$ cat src/rtl/fpa_pkg.sv
package fpa_pkg;
  localparam int EXP_W  = 8;
  localparam int MAN_W  = 23;
  localparam int RED_W  = 12;
  localparam int WORD_W = 1 + EXP_W + MAN_W;
  localparam int SIG_W  = MAN_W + 1;
  localparam int EXT_W  = SIG_W + 3;            // significand + guard, round, sticky
  localparam int LZ_W   = $clog2(EXT_W + 1);
  localparam int LSB_FULL = EXT_W - 1 - MAN_W;
  localparam int LSB_RED  = EXT_W - 1 - RED_W;
  localparam int CUT_W    = MAN_W - RED_W;
  localparam logic [WORD_W-1:0] QNAN = {1'b0, {EXP_W{1'b1}}, 1'b1, {(MAN_W-1){1'b0}}};

  typedef struct packed {
    logic             vld;
    logic             red;
    logic             nan;
    logic             inf;
    logic             sgn;
    logic             eff_sub;
    logic [EXP_W-1:0] exp;
    logic [EXP_W-1:0] diff;
    logic [SIG_W-1:0] mx;
    logic [SIG_W-1:0] my;
  } cmp_t;

  typedef struct packed {
    logic             vld;
    logic             red;
    logic             nan;
    logic             inf;
    logic             sgn;
    logic             eff_sub;
    logic [EXP_W-1:0] exp;
    logic [EXT_W-1:0] ax;
    logic [EXT_W-1:0] ay;
  } aln_t;

  typedef struct packed {
    logic             vld;
    logic             red;
    logic             nan;
    logic             inf;
    logic             sgn;
    logic             eff_sub;
    logic [EXP_W-1:0] exp;
    logic [EXT_W:0]   sum;
  } sum_t;
endpackage

$ cat src/rtl/fpa_compare.sv
module fpa_compare
  import fpa_pkg::*;
(
  input  logic              clk_i,
  input  logic              rst_ni,
  input  logic              valid_i,
  input  logic              sub_i,
  input  logic              short_i,
  input  logic [WORD_W-1:0] a_i,
  input  logic [WORD_W-1:0] b_i,
  output cmp_t              q_o
);
  logic [WORD_W-1:0] mask, am, bm;
  logic [EXP_W-1:0]  ea, eb;
  logic [MAN_W-1:0]  fa, fb;
  logic              sa, sb, a_nan, b_nan, a_inf, b_inf, swap;
  logic [SIG_W-1:0]  siga, sigb;
  cmp_t              d;

  always_comb begin
    mask  = short_i ? {{(WORD_W-CUT_W){1'b1}}, {CUT_W{1'b0}}} : '1;
    am    = a_i & mask;
    bm    = b_i & mask;
    sa    = am[WORD_W-1];
    sb    = bm[WORD_W-1] ^ sub_i;
    ea    = am[MAN_W +: EXP_W];
    eb    = bm[MAN_W +: EXP_W];
    fa    = am[MAN_W-1:0];
    fb    = bm[MAN_W-1:0];
    a_nan = (&ea) && (|fa);
    b_nan = (&eb) && (|fb);
    a_inf = (&ea) && !(|fa);
    b_inf = (&eb) && !(|fb);
    siga  = (ea == '0) ? '0 : {1'b1, fa};
    sigb  = (eb == '0) ? '0 : {1'b1, fb};
    swap  = {eb, sigb} > {ea, siga};
    d.vld     = valid_i;
    d.red     = short_i;
    d.eff_sub = sa ^ sb;
    d.sgn     = swap ? sb : sa;
    d.exp     = swap ? eb : ea;
    d.diff    = swap ? eb - ea : ea - eb;
    d.mx      = swap ? sigb : siga;
    d.my      = swap ? siga : sigb;
    d.nan     = a_nan | b_nan | (a_inf & b_inf & (sa ^ sb));
    d.inf     = a_inf | b_inf;   // larger magnitude is the infinity, so sgn is its sign
  end

  always_ff @(posedge clk_i or negedge rst_ni) begin
    if (!rst_ni) q_o <= '0;
    else         q_o <= d;
  end

  // subtraction always has the larger magnitude in the x slot
  p_big_first_r2: assert property (@(posedge clk_i) disable iff (!rst_ni)
    (q_o.vld && q_o.diff == '0) |-> (q_o.mx >= q_o.my));
endmodule

$ cat src/rtl/fpa_align.sv
module fpa_align
  import fpa_pkg::*;
(
  input  logic clk_i,
  input  logic rst_ni,
  input  cmp_t c_i,
  output aln_t q_o
);
  localparam int STEPS = $clog2(EXT_W);

  logic [EXT_W-1:0] lvl [STEPS+1];
  logic             stk [STEPS+1];
  logic             far;
  aln_t             d;

  assign lvl[0] = {c_i.my, 3'b000};
  assign stk[0] = 1'b0;

  for (genvar k = 0; k < STEPS; k++) begin : g_shift
    localparam int SH = 1 << k;
    localparam logic [EXT_W-1:0] LOW = {{(EXT_W-SH){1'b0}}, {SH{1'b1}}};
    assign lvl[k+1] = c_i.diff[k] ? (lvl[k] >> SH) : lvl[k];
    assign stk[k+1] = stk[k] | (c_i.diff[k] & (|(lvl[k] & LOW)));
  end

  assign far = |c_i.diff[EXP_W-1:STEPS];

  always_comb begin
    d.vld     = c_i.vld;
    d.red     = c_i.red;
    d.nan     = c_i.nan;
    d.inf     = c_i.inf;
    d.sgn     = c_i.sgn;
    d.eff_sub = c_i.eff_sub;
    d.exp     = c_i.exp;
    d.ax      = {c_i.mx, 3'b000};
    if (far) d.ay = {{(EXT_W-1){1'b0}}, |c_i.my};
    else     d.ay = {lvl[STEPS][EXT_W-1:1], lvl[STEPS][0] | stk[STEPS]};
  end

  always_ff @(posedge clk_i or negedge rst_ni) begin
    if (!rst_ni) q_o <= '0;
    else         q_o <= d;
  end

  // a nonzero smaller operand never vanishes entirely in alignment
  p_sticky_kept_r3: assert property (@(posedge clk_i) disable iff (!rst_ni)
    (q_o.vld && $past(c_i.my) != '0) |-> (q_o.ay != '0));
endmodule

$ cat src/rtl/fpa_addsub.sv
module fpa_addsub
  import fpa_pkg::*;
(
  input  logic clk_i,
  input  logic rst_ni,
  input  aln_t a_i,
  output sum_t q_o
);
  logic [EXT_W-1:0] yc;
  logic [EXT_W:0]   raw;
  sum_t             d;

  always_comb begin
    yc  = a_i.eff_sub ? (~a_i.ay + 1'b1) : a_i.ay;
    raw = {1'b0, a_i.ax} + {1'b0, yc};
    d.vld     = a_i.vld;
    d.red     = a_i.red;
    d.nan     = a_i.nan;
    d.inf     = a_i.inf;
    d.sgn     = a_i.sgn;
    d.eff_sub = a_i.eff_sub;
    d.exp     = a_i.exp;
    d.sum     = a_i.eff_sub ? {1'b0, raw[EXT_W-1:0]} : raw;
  end

  always_ff @(posedge clk_i or negedge rst_ni) begin
    if (!rst_ni) q_o <= '0;
    else         q_o <= d;
  end

  // difference is never negative, the borrow can be dropped
  p_no_borrow_r4: assert property (@(posedge clk_i) disable iff (!rst_ni)
    (a_i.vld && a_i.eff_sub) |-> (a_i.ax >= a_i.ay));
endmodule

$ cat src/rtl/fpa_normalize.sv
module fpa_normalize
  import fpa_pkg::*;
(
  input  logic              clk_i,
  input  logic              rst_ni,
  input  sum_t              s_i,
  output logic              valid_o,
  output logic [WORD_W-1:0] result_o
);
  localparam logic signed [EXP_W+1:0] E_TOP = (1 <<< EXP_W) - 1;

  logic                     carry, zero, g, st, lsb, up, ovf;
  logic [LZ_W-1:0]          lz;
  logic [EXT_W-1:0]         m, one_at, half_at;
  logic [EXT_W:0]           mr;
  logic signed [EXP_W+1:0]  e_n, e_f;
  logic [MAN_W-1:0]         frac, fmask;
  logic [WORD_W-1:0]        res_d;

  // priority encoder: highest set bit wins
  always_comb begin
    lz = LZ_W'(EXT_W);
    for (int i = 0; i < EXT_W; i++)
      if (s_i.sum[i]) lz = LZ_W'(EXT_W - 1 - i);
  end

  always_comb begin
    carry = s_i.sum[EXT_W];
    zero  = (s_i.sum == '0);
    if (carry) begin
      m   = {s_i.sum[EXT_W:2], |s_i.sum[1:0]};
      e_n = $signed({2'b00, s_i.exp}) + 10'sd1;
    end else begin
      m   = s_i.sum[EXT_W-1:0] << lz;
      e_n = $signed({2'b00, s_i.exp}) - $signed({{(EXP_W+2-LZ_W){1'b0}}, lz});
    end
    one_at  = s_i.red ? (EXT_W'(1) << LSB_RED) : (EXT_W'(1) << LSB_FULL);
    half_at = one_at >> 1;
    lsb   = |(m & one_at);
    g     = |(m & half_at);
    st    = |(m & (half_at - 1'b1));
    up    = g & (st | lsb);
    mr    = {1'b0, m} + (up ? {1'b0, one_at} : '0);
    ovf   = mr[EXT_W];
    e_f   = e_n + $signed({{(EXP_W+1){1'b0}}, ovf});
    fmask = s_i.red ? {{RED_W{1'b1}}, {CUT_W{1'b0}}} : '1;
    frac  = ovf ? '0 : (mr[EXT_W-2 -: MAN_W] & fmask);

    if (s_i.nan)                res_d = QNAN;
    else if (s_i.inf)           res_d = {s_i.sgn, {EXP_W{1'b1}}, {MAN_W{1'b0}}};
    else if (zero)              res_d = {s_i.sgn & ~s_i.eff_sub, {(WORD_W-1){1'b0}}};
    else if (e_f <= 10'sd0)     res_d = {s_i.sgn, {(WORD_W-1){1'b0}}};
    else if (e_f >= E_TOP)      res_d = {s_i.sgn, {EXP_W{1'b1}}, {MAN_W{1'b0}}};
    else                        res_d = {s_i.sgn, e_f[EXP_W-1:0], frac};
  end

  always_ff @(posedge clk_i or negedge rst_ni) begin
    if (!rst_ni) begin
      valid_o  <= 1'b0;
      result_o <= '0;
    end else begin
      valid_o  <= s_i.vld;
      result_o <= res_d;
    end
  end

  // an all-ones exponent carries either a zero fraction or the canonical NaN
  p_special_code_r7: assert property (@(posedge clk_i) disable iff (!rst_ni)
    (valid_o && result_o[MAN_W +: EXP_W] == '1) |->
      (result_o[MAN_W-1:0] == '0 || result_o == QNAN));

  // narrow format leaves the cut fraction bits clear
  p_short_low_zero_r9: assert property (@(posedge clk_i) disable iff (!rst_ni)
    (valid_o && $past(s_i.red)) |-> (result_o[CUT_W-1:0] == '0));
endmodule

$ cat src/rtl/fp_addsub_pipe.sv
module fp_addsub_pipe
  import fpa_pkg::*;
(
  input  logic              clk_i,
  input  logic              rst_ni,
  input  logic              valid_i,
  input  logic              sub_i,
  input  logic              short_i,
  input  logic [WORD_W-1:0] a_i,
  input  logic [WORD_W-1:0] b_i,
  output logic              valid_o,
  output logic [WORD_W-1:0] result_o
);
  cmp_t c_q;
  aln_t a_q;
  sum_t s_q;

  fpa_compare u_cmp (
    .clk_i, .rst_ni, .valid_i, .sub_i, .short_i, .a_i, .b_i, .q_o(c_q)
  );
  fpa_align u_aln (.clk_i, .rst_ni, .c_i(c_q), .q_o(a_q));
  fpa_addsub u_add (.clk_i, .rst_ni, .a_i(a_q), .q_o(s_q));
  fpa_normalize u_nrm (.clk_i, .rst_ni, .s_i(s_q), .valid_o, .result_o);

  // cycles since reset, saturating, so the latency check never looks before reset
  logic [2:0] warm_q;
  always_ff @(posedge clk_i or negedge rst_ni) begin
    if (!rst_ni)           warm_q <= '0;
    else if (warm_q != 3'd4) warm_q <= warm_q + 3'd1;
  end

  // strobe emerges exactly four clocks after entry
  p_latency_r1: assert property (@(posedge clk_i) disable iff (!rst_ni)
    (warm_q == 3'd4) |-> (valid_o == $past(valid_i, 4)));

  // quiet output right after reset
  p_reset_quiet_r10: assert property (@(posedge clk_i) disable iff (!rst_ni)
    (warm_q < 3'd4) |-> (!valid_o && result_o == '0));
endmodule

$ cat config.mk
export PLATFORM = sky130hd
export DESIGN_NAME = fp_addsub_pipe
export DESIGN_NICKNAME = d
export VERILOG_FILES = /design/src/rtl/fpa_pkg.sv /design/src/rtl/fpa_compare.sv /design/src/rtl/fpa_align.sv /design/src/rtl/fpa_addsub.sv /design/src/rtl/fpa_normalize.sv /design/src/rtl/fp_addsub_pipe.sv
export SDC_FILE = /design/constraint.sdc
export NUM_CORES = 1
export LEC_CHECK = 0
export ABC_CLOCK_PERIOD_IN_PS = 8500
export BUFFER_PORTS_ARGS = -buffer_cell sky130_fd_sc_hd__buf_4
export CORE_ASPECT_RATIO = 1.2
export CORE_MARGIN = 2
export CORE_UTILIZATION = 62
export CTS_CLUSTER_SIZE = 30
export DETAILED_ROUTE_END_ITERATION = 6
export PLACE_DENSITY = 0.8
export SYNTH_ARGS = -nofsm -noshare
export SYNTH_HDL_FRONTEND = slang
export SYNTH_SLANG_ARGS = --single-unit
$ cat constraint.sdc
create_clock -name clk_i -period 8.5 [get_ports clk_i]
set_input_delay 1.7 -clock clk_i [delete_from_list [all_inputs] [get_ports clk_i]]
set_output_delay 1.7 -clock clk_i [all_outputs]
set_load 0.03 [all_outputs]
* Word level (Yosys, flattened, before mapping) *
Cells that the tools add are included.

word-level totals
  register bits after elaboration = 210
  output and inout bits = 33
  logic and storage cells = 145

operators by class
  bitwise logic cells = 26
  reduce and logical (&&, ||, !) cells = 23
  add/subtract/negate cells = 9
  shifts and indexed selects = 1
  $lt $le $gt $ge = 3
  muxes and demuxes = 54

operators by type and width
  operator                                            count
  two-way mux 27 bit                                  9
  two-way mux 5 bit                                   26
  two-way mux 24 bit                                  4
  two-way mux 32 bit                                  3
  OR reduction 27 bit                                 3
  AND 32 bit                                          2
  two-way mux 31 bit                                  2
  AND 27 bit                                          2
  OR reduction 23 bit                                 2
  greater-than comparator 32 bit                      1
  adder 27 x 27 -> 28 bit                             1
  adder 27 x 28 -> 28 bit                             1
  zero test 28 bit                                    1
  two-way mux 28 bit                                  1
  adder 27 x 1 -> 27 bit, second input constant       1
  AND 27 x 26 -> 27 bit                               1
  NOT 27 bit                                          1
  left shift 27 x 5 -> 27 bit                         1
  subtractor 26 x 1 -> 27 bit, second input constant  1
  OR reduction 24 bit                                 1
  AND 23 bit                                          1
  two-way mux 23 bit                                  1
  two-way mux 11 bit                                  2
  zero test 8 bit                                     2
  22 further kinds                                    46

* Longest topological paths before layout *
Gate-level depths: netlist of the first run.

  depth after elaboration = 42
  gate-level depth with buffers = 36
  depth with buffers taken out = 28

* Modules after synthesis *
From an unflattened synthesis of the first run, not the netlist that was laid out.

unflattened totals
  cells, all modules = 1666
  area total of the unflattened synthesis = 15577.4 sq um

by module, submodules not included
  module         cells each  area each (sq um)  instances
  fpa_normalize  635         4981.0             1
  fpa_compare    467         4276.6             1
  fpa_align      244         3294.4             1
  fpa_addsub     320         3025.4             1

* Worst setup path before layout of the first run *
No wires, ideal clock.

  path type = reg-to-reg
  from = reg u_add.q_o[19] in the netlist's numbering
  to = reg u_nrm.result_o[18]
  cell stages (with the launch flop) = 34
  setup slack = 1.514 ns
  path buffers = 6
  library setup time = 0.144 ns
  arrival = 6.843 ns
  clock period less this slack = 6.986 ns
  data required time = 8.356 ns
  path through = dfrtp_1 -> buf_6 -> or4_4 -> o21ai_1 -> a31oi_1 -> buf_6 -> mux2i_1 -> o21ai_0 -> a21oi_1 -> a21oi_1 -> o21ai_0 -> o21ai_0 -> or4_1 -> nor4_1 -> a311oi_1 -> ha_1 -> and3_1 -> a41o_1 -> and4_4 -> buf_6 -> buf_6 -> ha_1 -> ha_1 -> and2_1 -> nor2b_1 -> xnor2_1 -> mux2i_1 -> nand3_1 -> or4_1 -> and3_1 -> clkbuf_1 -> nand3_1 -> buf_1 -> nor4_2

on the way
  word-level cells in the longest chain between the ends = 23
  elaborated cells on any way between the ends = 33
  those cells by class = add/sub: 3; order compare: 2; shift: 1; mux: 17; bitwise: 6; reduce/logical: 4

ends and longest elaborated chain
  what                                                                 RTL line                                  text
  start, declared                                                      fpa_addsub.sv:7                           output sum_t q_o
  start signal, assigned                                               fpa_addsub.sv:27                          if (!rst_ni) q_o <= '0;
  start signal, assigned                                               fpa_addsub.sv:28                          else q_o <= d;
  two-way mux 5 bit (8 in series)                                      fpa_normalize.sv:24                       if (s_i.sum[i]) lz = LZ_W'(EXT_W - 1 - i);
  left shift 27 x 5 -> 27 bit                                          fpa_normalize.sv:34                       m = s_i.sum[EXT_W-1:0] << lz;
  two-way mux 27 bit                                                   fpa_normalize.sv:30                       if (carry) begin
  AND 27 bit, on equally long branches                                 fpa_normalize.sv:41, fpa_normalize.sv:39
  OR reduction 27 bit, on equally long branches                        fpa_normalize.sv:41, fpa_normalize.sv:39
  bitwise OR 1 bit                                                     fpa_normalize.sv:42                       up = g & (st | lsb);
  AND 1 bit                                                            fpa_normalize.sv:42
  two-way mux 27 bit                                                   fpa_normalize.sv:43                       mr = {1'b0, m} + (up ? {1'b0, one_at} : '0);
  adder 27 x 28 -> 28 bit                                              fpa_normalize.sv:43
  adder 10 x 2 -> 10 bit or AND 23 bit (tied branches)                 fpa_normalize.sv:45, fpa_normalize.sv:47
  >= comparator 10 x 9 -> 1 bit or two-way mux 23 bit (tied branches)  fpa_normalize.sv:53, fpa_normalize.sv:47
  two-way mux 31 bit                                                   fpa_normalize.sv:53                       else if (e_f >= E_TOP) res_d = {s_i.sgn, {EXP_W{1'b1}}, {MAN_W{1'b0}}};
  two-way mux 31 bit                                                   fpa_normalize.sv:52                       else if (e_f <= 10'sd0) res_d = {s_i.sgn, {(WORD_W-1){1'b0}}};
  two-way mux 32 bit (*)                                               fpa_normalize.sv:51                       else if (zero) res_d = {s_i.sgn & ~s_i.eff_sub, {(WORD_W-1){1'b0}}};
  two-way mux 32 bit (*)                                               fpa_normalize.sv:50                       else if (s_i.inf) res_d = {s_i.sgn, {EXP_W{1'b1}}, {MAN_W{1'b0}}};
  two-way mux 32 bit (*)                                               fpa_normalize.sv:49                       if (s_i.nan) res_d = QNAN;
  named net u_nrm.res_d[18]                                            fpa_normalize.sv:18                       logic [WORD_W-1:0] res_d;
  end signal, assigned                                                 fpa_normalize.sv:63                       result_o <= res_d;
  end, declared                                                        fpa_normalize.sv:8                        output logic [WORD_W-1:0] result_o

Mark *: on every way through the listed nets, which the timed path passes. The rest lies on a longest branch.

* Worst setup path after layout of the first run *
  from = reg u_add.q_o[13] in the netlist's numbering
  to = reg u_nrm.result_o[0]

on the way
  word-level cells in the longest chain between the ends = 29
  elaborated cells on any way between the ends = 39
  those cells by class = add/sub: 3; order compare: 2; shift: 1; mux: 23; bitwise: 6; reduce/logical: 4

ends and longest elaborated chain
  what                                                                 RTL line
  two-way mux 5 bit (14 in series)                                     fpa_normalize.sv:24
  left shift 27 x 5 -> 27 bit                                          fpa_normalize.sv:34
  two-way mux 27 bit                                                   fpa_normalize.sv:30
  AND 27 bit, on equally long branches                                 fpa_normalize.sv:41, fpa_normalize.sv:39
  OR reduction 27 bit, on equally long branches                        fpa_normalize.sv:41, fpa_normalize.sv:39
  bitwise OR 1 bit                                                     fpa_normalize.sv:42
  AND 1 bit                                                            fpa_normalize.sv:42
  two-way mux 27 bit                                                   fpa_normalize.sv:43
  adder 27 x 28 -> 28 bit                                              fpa_normalize.sv:43
  adder 10 x 2 -> 10 bit or AND 23 bit (tied branches)                 fpa_normalize.sv:45, fpa_normalize.sv:47
  >= comparator 10 x 9 -> 1 bit or two-way mux 23 bit (tied branches)  fpa_normalize.sv:53, fpa_normalize.sv:47
  two-way mux 31 bit                                                   fpa_normalize.sv:53
  two-way mux 31 bit                                                   fpa_normalize.sv:52
  two-way mux 32 bit (*)                                               fpa_normalize.sv:51
  two-way mux 32 bit (*)                                               fpa_normalize.sv:50
  two-way mux 32 bit (*)                                               fpa_normalize.sv:49
  named net u_nrm.res_d[0]                                             fpa_normalize.sv:18

Marked as above.

==> results of run 1 <==
[final cells by class]
type | instances | share of cell area (%)
repair buffers | 127 | 5.99
multi-input cells | 1247 | 52.6
flip-flops and latches | 210 | 32.8
clock buffers | 28 | 3.63
well taps | 315 | 2.46
clock inverters | 9 | 0.882
inverters | 70 | 1.67
[final timing paths]
kind	slack (ns)	to	from
worst max-delay path	0.63	u_nrm.result_o[0]$_DFF_PN0_	u_add.q_o[13]$_DFF_PN0_
worst min-delay path	0.34	u_aln.q_o[54]$_DFF_PN0_	u_cmp.q_o[56]$_DFF_PN0_
worst max register to register	0.63	u_nrm.result_o[0]$_DFF_PN0_	u_add.q_o[13]$_DFF_PN0_
worst min register to register	0.34	u_aln.q_o[54]$_DFF_PN0_	u_cmp.q_o[56]$_DFF_PN0_
max in group asynchronous	5.55	u_cmp.q_o[17]$_DFF_PN0_	rst_ni
min in group asynchronous	1.32	u_nrm.valid_o$_DFF_PN0_	rst_ni
[report_power, final]
part           switching [W]  internal (W)  total (W)
clock network       0.000379      0.000577   0.000956
logic                0.00199       0.00113    0.00311
registers           0.000289       0.00121    0.00150
[placed cells by master, fill, tap and decap left out, drive strengths merged, types with 22 or more instances in the layout]
master,Yosys,final
dfrtp,210,210
nand2,162,162
o21ai,142,142
buf,36,126
nor2,124,124
ha,75,75
nand3,73,73
inv,70,72
mux2i,67,67
a21oi,57,57
xnor2,50,50
nor4,42,42
nor3,38,38
a21o,33,33
nand4,30,30
clkbuf,55,29
a211oi,26,26
xor2,24,24
mux2,24,24
o31ai,22,22
a31oi,22,22
[critical path, delay by kind of cell (launching register included)]
family | cells | cell delay [ns]
XOR/XNOR | 1 | 0.08
AND/OR/NAND/NOR | 12 | 3.72
buffers and inverters | 2 | 0.57
flip-flops | 1 | 0.54
AO/OA/AOI/OAI | 8 | 1.47
adder cells (fa/ha/maj) | 3 | 0.78
multiplexers | 2 | 0.51
[state kept, by name (all words and copies together) (netlist names)]
signal          flops
u_aln.q_o          65
u_nrm.valid_o       1
u_cmp.q_o          70
u_nrm.result_o     32
u_add.q_o          42
[stage by stage]
step / util (%) / hold WS, ns
2_1_floorplan: - / 0.331
3_3_place_gp: 66.6 / 0.332
3_5_place_dp: 66.6 / 0.335
4_1_cts: 69.8 / 0.347
5_1_grt: 69.8 / 0.358
6_report: 69.8 / 0.342
[cell families after synthesis]
kind of cell / Yosys count / share of synthesized area [%]
simple gates: 580 / 20.6
compound gates: 423 / 19.7
fa+ha+maj: 79 / 7.10
mux: 91 / 6.61
buf+inv: 161 / 4.89
xor+xnor: 74 / 4.52
flops: 210 / 36.6
[routing by layer]
layer  up-vias  wire (µm)  track usage (%)
met5         -          0                0
met4         0       2880             21.5
met3       165       2300             4.39
met2       576      21800             63.7
met1      6373      15600             40.1
li1       6026          -                -
==> flow_summary.yaml, run 1 <==
status:
  outcome: "finished, final reports clean"
global_route:
  grt_pass1_vias: 12900
  grt_antenna_before_repair: 0
  grt_overflow_total: 0
  grt_pass1_wl_um: 67600
  grt_max_degree: 125
  grt_use_total_pct: 35.5
placement:
  dp.cells: 1969
  placed_cell_area_mm2: 0.0153
  pre_cts_slack_ns: 0.848
  place.gp.congestion: 1.04
  port_buffers: 101
  dp_hpwl_um: 31800
final_layout:
  antenna_cells: 0
  multi_input_area_mm2: 0.00843
  nFillCells: 1764
  finalNetCount: 1825
  drive_gt1_share_pct: 13.4
  area_delta_synth_final_pct: 11.7
  layoutNonFillerInstCount: 2006
  design_area_mm2: 0.0160
  seq_area_mm2: 0.00526
die:
  ios: 102
  fp.dieArea_mm2: 0.0244
  initial_core_util_pct: 62.5
  die_y_um: 171
  rows: 61
  die_x_um: 143
  core_region_area_mm2: 0.0230
routing:
  ant_nets: 0
  wl_per_cell_um: 21.3
  dr_total_vias: 13100
  drc: 0
  drt-initial-drc-count: 1105
  wl_um: 42600
  routed_via_density: 6.55
  first_pass_iters: 6
cts:
  cts_hold_buf: 0
  cts-buffers-inserted: 21
  cts_resized: 0
  cts_root_buf: "clkbuf_16"
  cts_tree: "built"
  cts_buffer_depth: 3
  clk_pin_slew_worst_paths_ns: 0.07
  postCtsSetupRepairBufs: 0
  cts.sinks: 210
  cts_max_level: 1
  insertion_delay_ns: 0.50
logic_synthesis:
  syn_avg_cell_area_um2: 8.87
  ys_top_cells_by_area: "dfrtp_1 (37%), ha_1 (6.5%), o21ai_0 (4.8%)"
  synth_cell_types: 90
  netlist_instances: 1618
  synth_top_area_share_pct: 36.6
  synthTopCellsByCount: "dfrtp_1 (210), nand2_1 (162), o21ai_0 (139)"
  yosysSeqAreaShare_pct: 36.6
  yosysTopAreaCell: "dfrtp_1"
  synth_nets: 1766
  synth_seq_cells: 210
  ys_async_sr_fraction_pct: 100
  ys.flop_type: "dfrtp_1"
  yosysMostFrequentCell: "dfrtp_1"
  synth_area_mm2: 0.0144
  synth_edf_count: 0
  ys_warn_count: 0
timing:
  worst_pin_slew_ns: 1.12
  setup_viol: 0
  fin_crit_sh_pct: 92.6
  fin_skew_ns: 0.0126
  setup_tns_ns: 0
  rsz0062_at_grt: "false"
  fin_crit_ns: 7.87
  slew_headroom_pct: 25.5
  max_freq_ghz: 0.127
  drv_slew: 0
  setup_slack_ns: 0.627
  finalHoldViolations: 0
setup_path:
  startpoint_type: "register"
  critPathArrivalTime_ns: 8.21
  crit_required_ns: 8.84
  r2r_cells: 28
  worstSetupPathType: "register to register"
  cpMaxStageDelayCell: "nor4_1"
  cp_max_fo: 24
  crit_path_max_incr_delay_ns: 0.68
  crit_path_end_kind: "register"
power_and_ir_drop:
  vdd_drop_max_v: 0.000189
  leakage_nw: 7.31
  powerDensity_mw_per_mm2: 348
  total_power_w: 0.00557
min_path:
  whs_path_depth: 0
  min_path_type: "register to register"
job:
  cap_viol_max_count: 0
(Power assumes the default switching activity.)
==> run 2: changes to the inputs <==
ABC_CLOCK_PERIOD_IN_PS = 7600   (was 8500)
clock period = 7.6 ns   (was 8.5 ns; I/O delays follow)
==> run 2 against run 1 <==
  * Worst setup slack lost 0.18 ns
  * Cell area is 0.64% higher
  * Critical path type unchanged
  * Largest cell class unchanged
  * Highest routed layer unchanged
  * Core utilization rose by 0.45 points
==> flow_summary.yaml, run 2 (synthesis gave the netlist of run 1 again) <==
status:
  outcome: "finished, final reports clean"
cts:
  cts_resized: 0
  cts_root_buf: "clkbuf_16"
  cts.sinks: 210
  cts_max_level: 1
  clk_pin_slew_worst_paths_ns: 0.06
  cts_buffer_depth: 3
  cts-buffers-inserted: 21
  postCtsSetupRepairBufs: 0
  insertion_delay_ns: 0.50
  cts_hold_buf: 0
  cts_tree: "built"
min_path:
  hold_end: "u_aln.q_o[47]$_DFF_PN0_"
  hp-start: "u_cmp.q_o[41]$_DFF_PN0_"
  whs_path_depth: 0
  min_path_type: "register to register"
routing:
  wl_per_cell_um: 22.4
  dr_total_vias: 13300
  drt-initial-drc-count: 1235
  first_pass_iters: 5
  drc: 0
  ant_nets: 0
  routed_via_density: 6.57
  wl_um: 45400
die:
  rows: 61
  initial_core_util_pct: 62.5
  fp.dieArea_mm2: 0.0244
  ios: 102
  die_x_um: 143
  die_y_um: 171
  core_region_area_mm2: 0.0230
power_and_ir_drop:
  total_power_w: 0.00626
  clock_power_share_pct: 15.9
  p_sw_share_pct: 47.7
  pwr-share-seq_pct: 26.7
  leakage_nw: 7.39
  powerDensity_mw_per_mm2: 388
  netSwitchingPower_w: 0.00299
  pwr-share-comb_pct: 57.4
  intPower_w: 0.00327
  vdd_drop_max_v: 0.000190
final_layout:
  drive_gt1_share_pct: 14.3
  layoutNonFillerInstCount: 2025
  area_delta_synth_final_pct: 12.4
  reg_top3: "u_cmp.q_o x70, u_aln.q_o x65, u_add.q_o x42"
  mostFrequentLayoutCells: "dfrtp_1 (210), nand2_1 (162), buf_4 (146), o21ai_0 (139), nor2_1 (124)"
  largest-register: "u_cmp.q_o"
  largest_register_ffs: 70
  antenna_cells: 0
  design_area_mm2: 0.0161
  layout_commonest_cell: "dfrtp_1"
  finalNetCount: 1846
global_route:
  grt_overflow_total: 0
  grt_pass1_vias: 13100
  grt_max_degree: 129
  grt_use_total_pct: 37.5
  grt_antenna_before_repair: 0
  grt_pass1_wl_um: 71200
timing:
  setup_viol: 0
  fin_crit_ns: 7.16
  rsz0062_at_grt: "false"
  finalHoldViolations: 0
  slew_headroom_pct: 25.2
  fin_crit_sh_pct: 94.2
  drv_slew: 0
  fin_skew_ns: 0.0108
  worst_pin_slew_ns: 1.12
  setup_tns_ns: 0
  max_freq_ghz: 0.140
placement:
  dp_hpwl_um: 33100
  placed_cell_area_mm2: 0.0155
  dp.cells: 1990
  port_buffers: 101
  place.gp.congestion: 1.02
setup_path:
  worstSetupPathType: "register to register"
  r2r_end: "u_nrm.result_o[1]$_DFF_PN0_"
  r2r_cells: 28
  timing.rr.start: "u_add.q_o[26]$_DFF_PN0_"
  crit_required_ns: 7.94
  crit_path_end_kind: "register"
  cpMaxStageDelayCell: "or4_1"
  critPathArrivalTime_ns: 7.50
  cp_max_fo: 22
  startpoint_type: "register"
  r2r_slack_ns: 0.44
  crit_path_max_incr_delay_ns: 0.58
  critPathLaunch: "u_add.q_o[26]$_DFF_PN0_"
job:
  cap_viol_max_count: 0
==> run 2: stage by stage <==
stage	utilization, %	hold WS (ns)	setup WS (ns)
2_1_floorplan	-	0.331	0.614
3_3_place_gp	67.3	0.332	0.595
3_5_place_dp	67.3	0.335	0.533
4_1_cts	70.2	0.345	0.408
5_1_grt	70.2	0.348	0.0432
6_report	70.2	0.340	0.443
==> run 2: how the worst max path moves through the flow <==
stage	endpoint	slack, ns	cells after the start
floorplan	u_nrm.result_o[18]$_DFF_PN0_	0.61	33
global placement	u_nrm.result_o[0]$_DFF_PN0_	0.60	28
detailed placement	u_nrm.result_o[5]$_DFF_PN0_	0.53	28
CTS	u_nrm.result_o[1]$_DFF_PN0_	0.41	28
global route	u_nrm.result_o[1]$_DFF_PN0_	0.04	28
finish	u_nrm.result_o[1]$_DFF_PN0_	0.44	28
==> run 2: final cells by class <==
type                    instances  area, µm²
fillers                      1671       6850
inverters                      70        268
flip-flops and latches        210       5260
well taps                     315        394
multi-input cells            1247       8430
repair buffers                148       1130
clock inverters                 7       71.3
clock buffers                  28        582
==> run 2: per-layer routing <==
layer / GRT usage [%] / part of all wire [%] / wire length (µm) / vias to the layer above
li1: - / - / - / 6067
met1: 41.5 / 36 / 16300 / 6428
met2: 68.1 / 52 / 23500 / 624
met3: 4.79 / 5.3 / 2390 / 194
met4: 23.2 / 7.1 / 3220 / 0
met5: 0 / 0 / 0 / -
==> run 2: power by group through the flow <==
stage,clock network (W),logic (W),registers (W)
final,0.000997,0.00359,0.00167
after global routing,0.00105,0.00386,0.00170
after CTS,0.00100,0.00351,0.00166
after detailed placement,0,0.00346,0.00167
after global placement,0,0.00343,0.00166
after floorplan,0,0.00233,0.00165
==> run 2: critical path, delay by kind of cell (launching register included) <==
| family | cells | cell delay (ns) |
|---|---|---|
| adders and majority gates | 3 | 0.77 |
| DFF | 1 | 0.52 |
| AOI/OAI and AO/OA | 9 | 1.77 |
| xor gates and xnor gates | 1 | 0.12 |
| and+or+nand+nor | 12 | 3.08 |
| muxes | 2 | 0.55 |
| buffers and inverters | 1 | 0.19 |
